### src/rtl/hpe_pkg.sv
package hpe_pkg;
   typedef enum logic [1:0] {
      PF_IDLE   = 2'd0,
      PF_BURST  = 2'd1,
      PF_STREAM = 2'd2
   } pf_mode_e;
endpackage

### src/rtl/hpe_seq.sv
module hpe_seq
   import hpe_pkg::*;
#(
   parameter int LA_W        = 27,
   parameter int BURST_LINES = 2
) (
   input  logic            clk,
   input  logic            rst_n,
   input  logic            hint_valid,
   input  logic [LA_W-1:0] hint_line,
   input  logic            hint_stream,
   input  logic            br_taken,
   input  logic            stall,
   output logic            probe_valid,
   output logic [LA_W-1:0] probe_line,
   output pf_mode_e        mode
);
   localparam int LW = $clog2(BURST_LINES + 1);

   pf_mode_e        mode_q;
   logic [LA_W-1:0] line_q;
   logic [LW-1:0]   left_q;

   assign probe_valid = (mode_q != PF_IDLE) && !stall;
   assign probe_line  = line_q;
   assign mode        = mode_q;

   always_ff @(posedge clk or negedge rst_n) begin
      if (!rst_n) begin
         mode_q <= PF_IDLE;
         line_q <= '0;
         left_q <= '0;
      end else if (hint_valid) begin
         line_q <= hint_line;
         mode_q <= hint_stream ? PF_STREAM : PF_BURST;
         left_q <= LW'(BURST_LINES);
      end else begin
         if (probe_valid) begin
            line_q <= line_q + LA_W'(1);
            if (mode_q == PF_BURST) left_q <= left_q - LW'(1);
         end
         if (mode_q == PF_STREAM && br_taken)
            mode_q <= PF_IDLE;
         else if (mode_q == PF_BURST && probe_valid && left_q == LW'(1))
            mode_q <= PF_IDLE;
      end
   end
endmodule

### src/rtl/hpe_buf.sv
module hpe_buf #(
   parameter int LA_W   = 27,
   parameter int DATA_W = 256,
   parameter int DEPTH  = 8
) (
   input  logic              clk,
   input  logic              rst_n,
   input  logic              alloc,
   input  logic [LA_W-1:0]   alloc_line,
   input  logic              ret_valid,
   input  logic [DATA_W-1:0] ret_data,
   input  logic              pop,
   input  logic [LA_W-1:0]   lk_line,
   output logic              full,
   output logic              lk_hit,
   output logic [DATA_W-1:0] lk_data
);
   localparam int PW = $clog2(DEPTH);
   localparam int CW = PW + 1;

   logic [LA_W-1:0]   tag_q [DEPTH];
   logic [DATA_W-1:0] dat_q [DEPTH];
   logic [DEPTH-1:0]  fill_q;
   logic [DEPTH-1:0]  hit_vec;
   logic [PW-1:0]     wr_q, fl_q, rd_q;
   logic [CW-1:0]     occ_q, pend_q;
   logic              do_alloc, do_fill, do_pop;

   assign full     = (occ_q == CW'(DEPTH));
   assign do_alloc = alloc && !full;
   assign do_fill  = ret_valid && (pend_q != '0);
   assign do_pop   = pop && fill_q[rd_q];

   always_ff @(posedge clk or negedge rst_n) begin
      if (!rst_n) begin
         wr_q   <= '0;
         fl_q   <= '0;
         rd_q   <= '0;
         occ_q  <= '0;
         pend_q <= '0;
         fill_q <= '0;
      end else begin
         if (do_alloc) wr_q <= wr_q + PW'(1);
         if (do_fill) begin
            fl_q         <= fl_q + PW'(1);
            fill_q[fl_q] <= 1'b1;
         end
         if (do_pop) begin
            rd_q         <= rd_q + PW'(1);
            fill_q[rd_q] <= 1'b0;
         end
         occ_q  <= occ_q + CW'(do_alloc) - CW'(do_pop);
         pend_q <= pend_q + CW'(do_alloc) - CW'(do_fill);
      end
   end

   always_ff @(posedge clk) begin
      if (do_alloc) tag_q[wr_q] <= alloc_line;
      if (do_fill)  dat_q[fl_q] <= ret_data;
   end

   for (genvar i = 0; i < DEPTH; i++) begin : g_ent
      assign hit_vec[i] = fill_q[i] && (tag_q[i] == lk_line);
   end

   assign lk_hit = |hit_vec;

   always_comb begin
      lk_data = '0;
      for (int i = DEPTH - 1; i >= 0; i--)
         if (hit_vec[i]) lk_data = dat_q[i];
   end
endmodule

### src/rtl/hint_prefetch_engine.sv
module hint_prefetch_engine
   import hpe_pkg::*;
#(
   parameter int ADDR_W      = 32,
   parameter int LINE_BYTES  = 32,
   parameter int DEPTH       = 8,
   parameter int BURST_LINES = 2
) (
   input  logic                    clk,
   input  logic                    rst_n,
   input  logic                    hint_valid,
   input  logic [ADDR_W-1:0]       hint_addr,
   input  logic                    hint_stream,
   input  logic                    br_taken,
   output logic                    probe_valid,
   output logic [ADDR_W-1:0]       probe_addr,
   input  logic                    probe_miss,
   output logic                    req_valid,
   output logic [ADDR_W-1:0]       req_addr,
   input  logic                    ret_valid,
   input  logic [8*LINE_BYTES-1:0] ret_data,
   input  logic [ADDR_W-1:0]       lk_addr,
   output logic                    lk_hit,
   output logic [8*LINE_BYTES-1:0] lk_data,
   input  logic                    pop
);
   localparam int OFF_W  = $clog2(LINE_BYTES);
   localparam int LA_W   = ADDR_W - OFF_W;
   localparam int DATA_W = 8 * LINE_BYTES;

   if (LINE_BYTES < 2 || (1 << OFF_W) != LINE_BYTES) begin : g_bad_line
      $error("LINE_BYTES must be a power of two of at least 2");
   end
   if (DEPTH < 2 || (1 << $clog2(DEPTH)) != DEPTH) begin : g_bad_depth
      $error("DEPTH must be a power of two of at least 2");
   end
   if (BURST_LINES < 1) begin : g_bad_burst
      $error("BURST_LINES must be at least 1");
   end
   if (LA_W < 2) begin : g_bad_addr
      $error("ADDR_W too small for LINE_BYTES");
   end

   pf_mode_e        seq_mode;
   logic [LA_W-1:0] probe_line;
   logic            buf_full;
   logic            unused_offsets;

   assign unused_offsets = ^{hint_addr[OFF_W-1:0], lk_addr[OFF_W-1:0]};

   hpe_seq #(
      .LA_W(LA_W),
      .BURST_LINES(BURST_LINES)
   ) seq_i (
      .clk(clk),
      .rst_n(rst_n),
      .hint_valid(hint_valid),
      .hint_line(hint_addr[ADDR_W-1:OFF_W]),
      .hint_stream(hint_stream),
      .br_taken(br_taken),
      .stall(buf_full),
      .probe_valid(probe_valid),
      .probe_line(probe_line),
      .mode(seq_mode)
   );

   assign probe_addr = {probe_line, {OFF_W{1'b0}}};
   assign req_valid  = probe_valid && probe_miss;
   assign req_addr   = probe_addr;

   hpe_buf #(
      .LA_W(LA_W),
      .DATA_W(DATA_W),
      .DEPTH(DEPTH)
   ) buf_i (
      .clk(clk),
      .rst_n(rst_n),
      .alloc(req_valid),
      .alloc_line(probe_line),
      .ret_valid(ret_valid),
      .ret_data(ret_data),
      .pop(pop),
      .lk_line(lk_addr[ADDR_W-1:OFF_W]),
      .full(buf_full),
      .lk_hit(lk_hit),
      .lk_data(lk_data)
   );
endmodule

### config.mk
export PLATFORM = sky130hd
export DESIGN_NAME = hint_prefetch_engine
export DESIGN_NICKNAME = d
export VERILOG_FILES = /design/src/rtl/hpe_pkg.sv /design/src/rtl/hpe_seq.sv /design/src/rtl/hpe_buf.sv /design/src/rtl/hint_prefetch_engine.sv
export SDC_FILE = /design/constraint.sdc
export NUM_CORES = 2
export LEC_CHECK = 0
export BUFFER_PORTS_ARGS = -buffer_cell sky130_fd_sc_hd__buf_2
export CORE_MARGIN = 2
export CORE_UTILIZATION = 50
export CTS_BUF_LIST = sky130_fd_sc_hd__clkbuf_8
export DETAILED_ROUTE_END_ITERATION = 10
export GPL_TIMING_DRIVEN = 1
export PLACE_DENSITY_LB_ADDON = 0.15
export SKIP_LAST_GASP = 1
export SLEW_MARGIN = 20
export SYNTH_ARGS = -nofsm -noshare
export SYNTH_HDL_FRONTEND = slang
export SYNTH_SLANG_ARGS = --single-unit
### constraint.sdc
create_clock -name clk -period 22.5 [get_ports clk]
set_input_delay 4.5 -clock clk [delete_from_list [all_inputs] [get_ports clk]]
set_output_delay 4.5 -clock clk [all_outputs]
set_load 0.02 [all_outputs]
==> impl_metrics.ini <==
[final_layout]
nets = 7424
design_area_mm2 = 0.108
drive_above_1_share = 0.196
stdcell_count = 9942
syn_to_final_growth_pct = 12.2

[clock_tree]
clock_sinks = 2320
post_cts_buffers = 0
hold_buffers = 0
cts.path.max_buffers = 4
cts_tree = built
ctsRootBufferMaster = clkbuf_8
path_clk_slew_ps = 50
cts_buffers = 396
clk_latency_ps = 1080
htreeDepth = 5
cts_resized = 0

[power_and_ir_drop]
switchingPower_w = 0.00248
swShare = 0.253
p_int_w = 0.00732
clkPwrFrac = 0.349
pwr-share-comb = 0.081
power_frac_seq = 0.570
p_leak_nw = 32.7
irDropWorstVdd_uv = 67.4
powerDensity_mw_per_mm2 = 90.7

[sta]
hold_viol = 0
period_needed_ps = 14150
worst_pin_slew_ps = 1380
fmax_mhz = 70.7
slew_viol_final = 0
holdWs_ps = 516
rsz0062_at_grt = false
finalSetupViolations = 0
tns_ps = 0
skew_ps = 58.1
period_share = 0.629
maxSlewHeadroom = 0.0783

[job]
maxCapViolations = 0

[outcome]
status = complete, no violations

[yosys]
synth_edf_count = 2264
synth-seq-area-share = 0.721
synth_ff_type = edfxtp_1
synth_cell_types = 55
synth_warnings = 0
synth_area_per_cell_um2 = 14.6
yosysTopAreaCell = edfxtp_1
synth.area.top_cells = edfxtp_1 (71%), nand2_1 (5.1%), a2111oi_2 (3.1%)
synth_cells = 6583
ys_seq_elements = 2320
netlist_area_mm2 = 0.0963
synth_top_cell_area_share = 0.706
synth-async-reset-ratio = 0.0241

[place]
placed_area_mm2 = 0.101
gp_congestion = 0.782
placedCellCount = 9207
dp_hpwl_um = 148000
port_buffers = 630

[min_path]
min_to = buf_i.fl_q[0]
hp-start = buf_i.fl_q[0]
min_path_cells = 1
hold_path_class = flop to flop

[setup_path]
critical_path_required_ps = 18000
r2r_setup_slack_ps = 17190
slowest_delay_ps = 670
critical_path_class = input pin to output port
cp_cell_sequence = buf_2, xor2_1, nor4_1, nand2_4, buf_4, buf_4, buf_4, a2111oi_0, o221ai_1, a31o_1, a32oi_1, buf_2
critPathCaptureType = output port
critPathLaunchType = input pin
reg2regPathDepth = 8
worstPathArrival_ps = 9650
r2r_end = buf_i.dat_q[7][151]
crit_path_top_delay_cell = nor4_1
rr_startpoint = buf_i.pend_q[2]
cp_common_cell = buf_4
crit_fanout = 59

[floorplanning]
dieHeight_um = 443
ios = 651
die_x_um = 443
core-area_mm2 = 0.192
row_count = 161
start_util = 0.502
die-area_mm2 = 0.196

[route]
drt-vias-per-instance = 6.46
drc_errors = 0
dr.pass1.iters = 6
post_drt_wl_per_cell_um = 30.2
drtIter0Drc = 7222
postRouteAntennaNets = 0
wl_um = 301000
vias = 64200

[global_routing]
grt_max_degree = 159
grt_pass1_vias = 63700
antenna_found_initial = 88
grt_pass1_wl_um = 434000
track_usage = 0.300
grt_overflow_total = 0
==> kinds of logic after synthesis <==
kind of cell / share of synthesized area
DFF: 0.721
and+or+nand+nor: 0.0732
AOI/OAI and AO/OA: 0.147
other: 0.0000389
xor gates and xnor gates: 0.0232
muxes: 0.000923
adders and majority gates: 0.00237
buffers and inverters: 0.0331
==> registers in the layout, indices dropped and copies added, names as in the netlist <==
signal	cells
buf_i.occ_q	4
buf_i.pend_q	4
buf_i.fl_q	3
buf_i.wr_q	3
buf_i.tag_q	216
seq_i.mode	2
buf_i.dat_q	2048
seq_i.probe_line	27
seq_i.left_q	2
buf_i.rd_q	3
buf_i.fill_q	8
==> power groups by stage <==
stage                     combinational (W)  sequential, W  clock, W
after floorplan                    0.000412        0.00585         0
after global placement             0.000782        0.00565         0
after detailed placement           0.000792        0.00567         0
after CTS                          0.000795        0.00559   0.00347
after global routing               0.000845        0.00563   0.00365
final                              0.000790        0.00559   0.00342
==> how the worst max path moves through the flow <==
stage / startpoint / endpoint / slack, ps / cells after the start
5_1_grt: lk_addr[28] / lk_data[24] / 8040 / 12
2_1_floorplan: ret_valid / buf_i.dat_q[6][0] / 5860 / 4
6_report: lk_addr[28] / lk_data[24] / 8350 / 12
4_1_cts: lk_addr[31] / lk_data[24] / 8440 / 12
3_3_place_gp: lk_addr[11] / lk_data[115] / 8520 / 11
3_5_place_dp: lk_addr[31] / lk_data[24] / 8450 / 12
==> final cells by class <==
class / instances / area [um^2]
flip-flops and latches: 2320 / 69400
clock buffers: 416 / 5730
multi-input cells: 3590 / 23900
clock inverters: 266 / 1190
well taps: 2526 / 3160
inverters: 23 / 86.3
diodes: 53 / 133
fillers: 15400 / 84000
repair buffers: 748 / 4360
==> Yosys cell counts, drive strengths merged (7+ instances only) <==
master   number
a221o         8
and3          7
inv          23
clkbuf      439
nand3       262
nand4        42
a32oi       248
a21o         10
nor3          7
a31o        248
a21oi        10
o221ai      248
buf         220
xor2        114
o32ai       248
edfxtp     2264
o21a          8
nor2         35
o31ai         8
ha           15
a2111oi     248
dfrtp        56
nand2      1296
a21boi        8
nor4         32
xnor2       138
o21ai       294
a221oi        8
==> worst max-delay path, delay by kind of cell <==
kind / cells / cell delay (ps)
buffers and inverters: 5 / 2270
xor gates and xnor gates: 1 / 120
and+or+nand+nor: 2 / 1310
AOI/OAI and AO/OA: 4 / 1300
==> metal layers <==
layer	share of wire	global-route usage	vias up
li1	-	-	27200
met1	0.39	0.397	33000
met2	0.48	0.482	3409
met3	0.088	0.0626	617
met4	0.036	0.128	48
met5	0.0010	0	-
==> cell usage in the layout, fill, tap and decap left out, types with 25 or more instances in the layout <==
master / count
edfxtp_1: 2264
nand2_1: 1294
buf_2: 630
clkbuf_8: 416
o21ai_0: 294
nand3_1: 261
o32ai_1: 248
o221ai_1: 248
a32oi_1: 248
a31o_1: 245
a2111oi_2: 197
inv_1: 159
xnor2_1: 134
xor2_1: 114
clkinv_1: 93
buf_4: 92
dfrtp_1: 56
diode_2: 53
a2111oi_0: 50
nand4_1: 42
nor4_1: 27
buf_12: 26
nor2_1: 25
==> metrics by stage <==
step	setup slack (ps)	power [W]	utilization
6_report	8350	0.00980	0.563
5_1_grt	8040	0.0101	0.562
4_1_cts	8440	0.00985	0.562
3_5_place_dp	8450	0.00646	0.526
3_3_place_gp	8520	0.00644	0.526
2_1_floorplan	5860	0.00627	-
No activity file was read; power rests on OpenSTA's default activity.
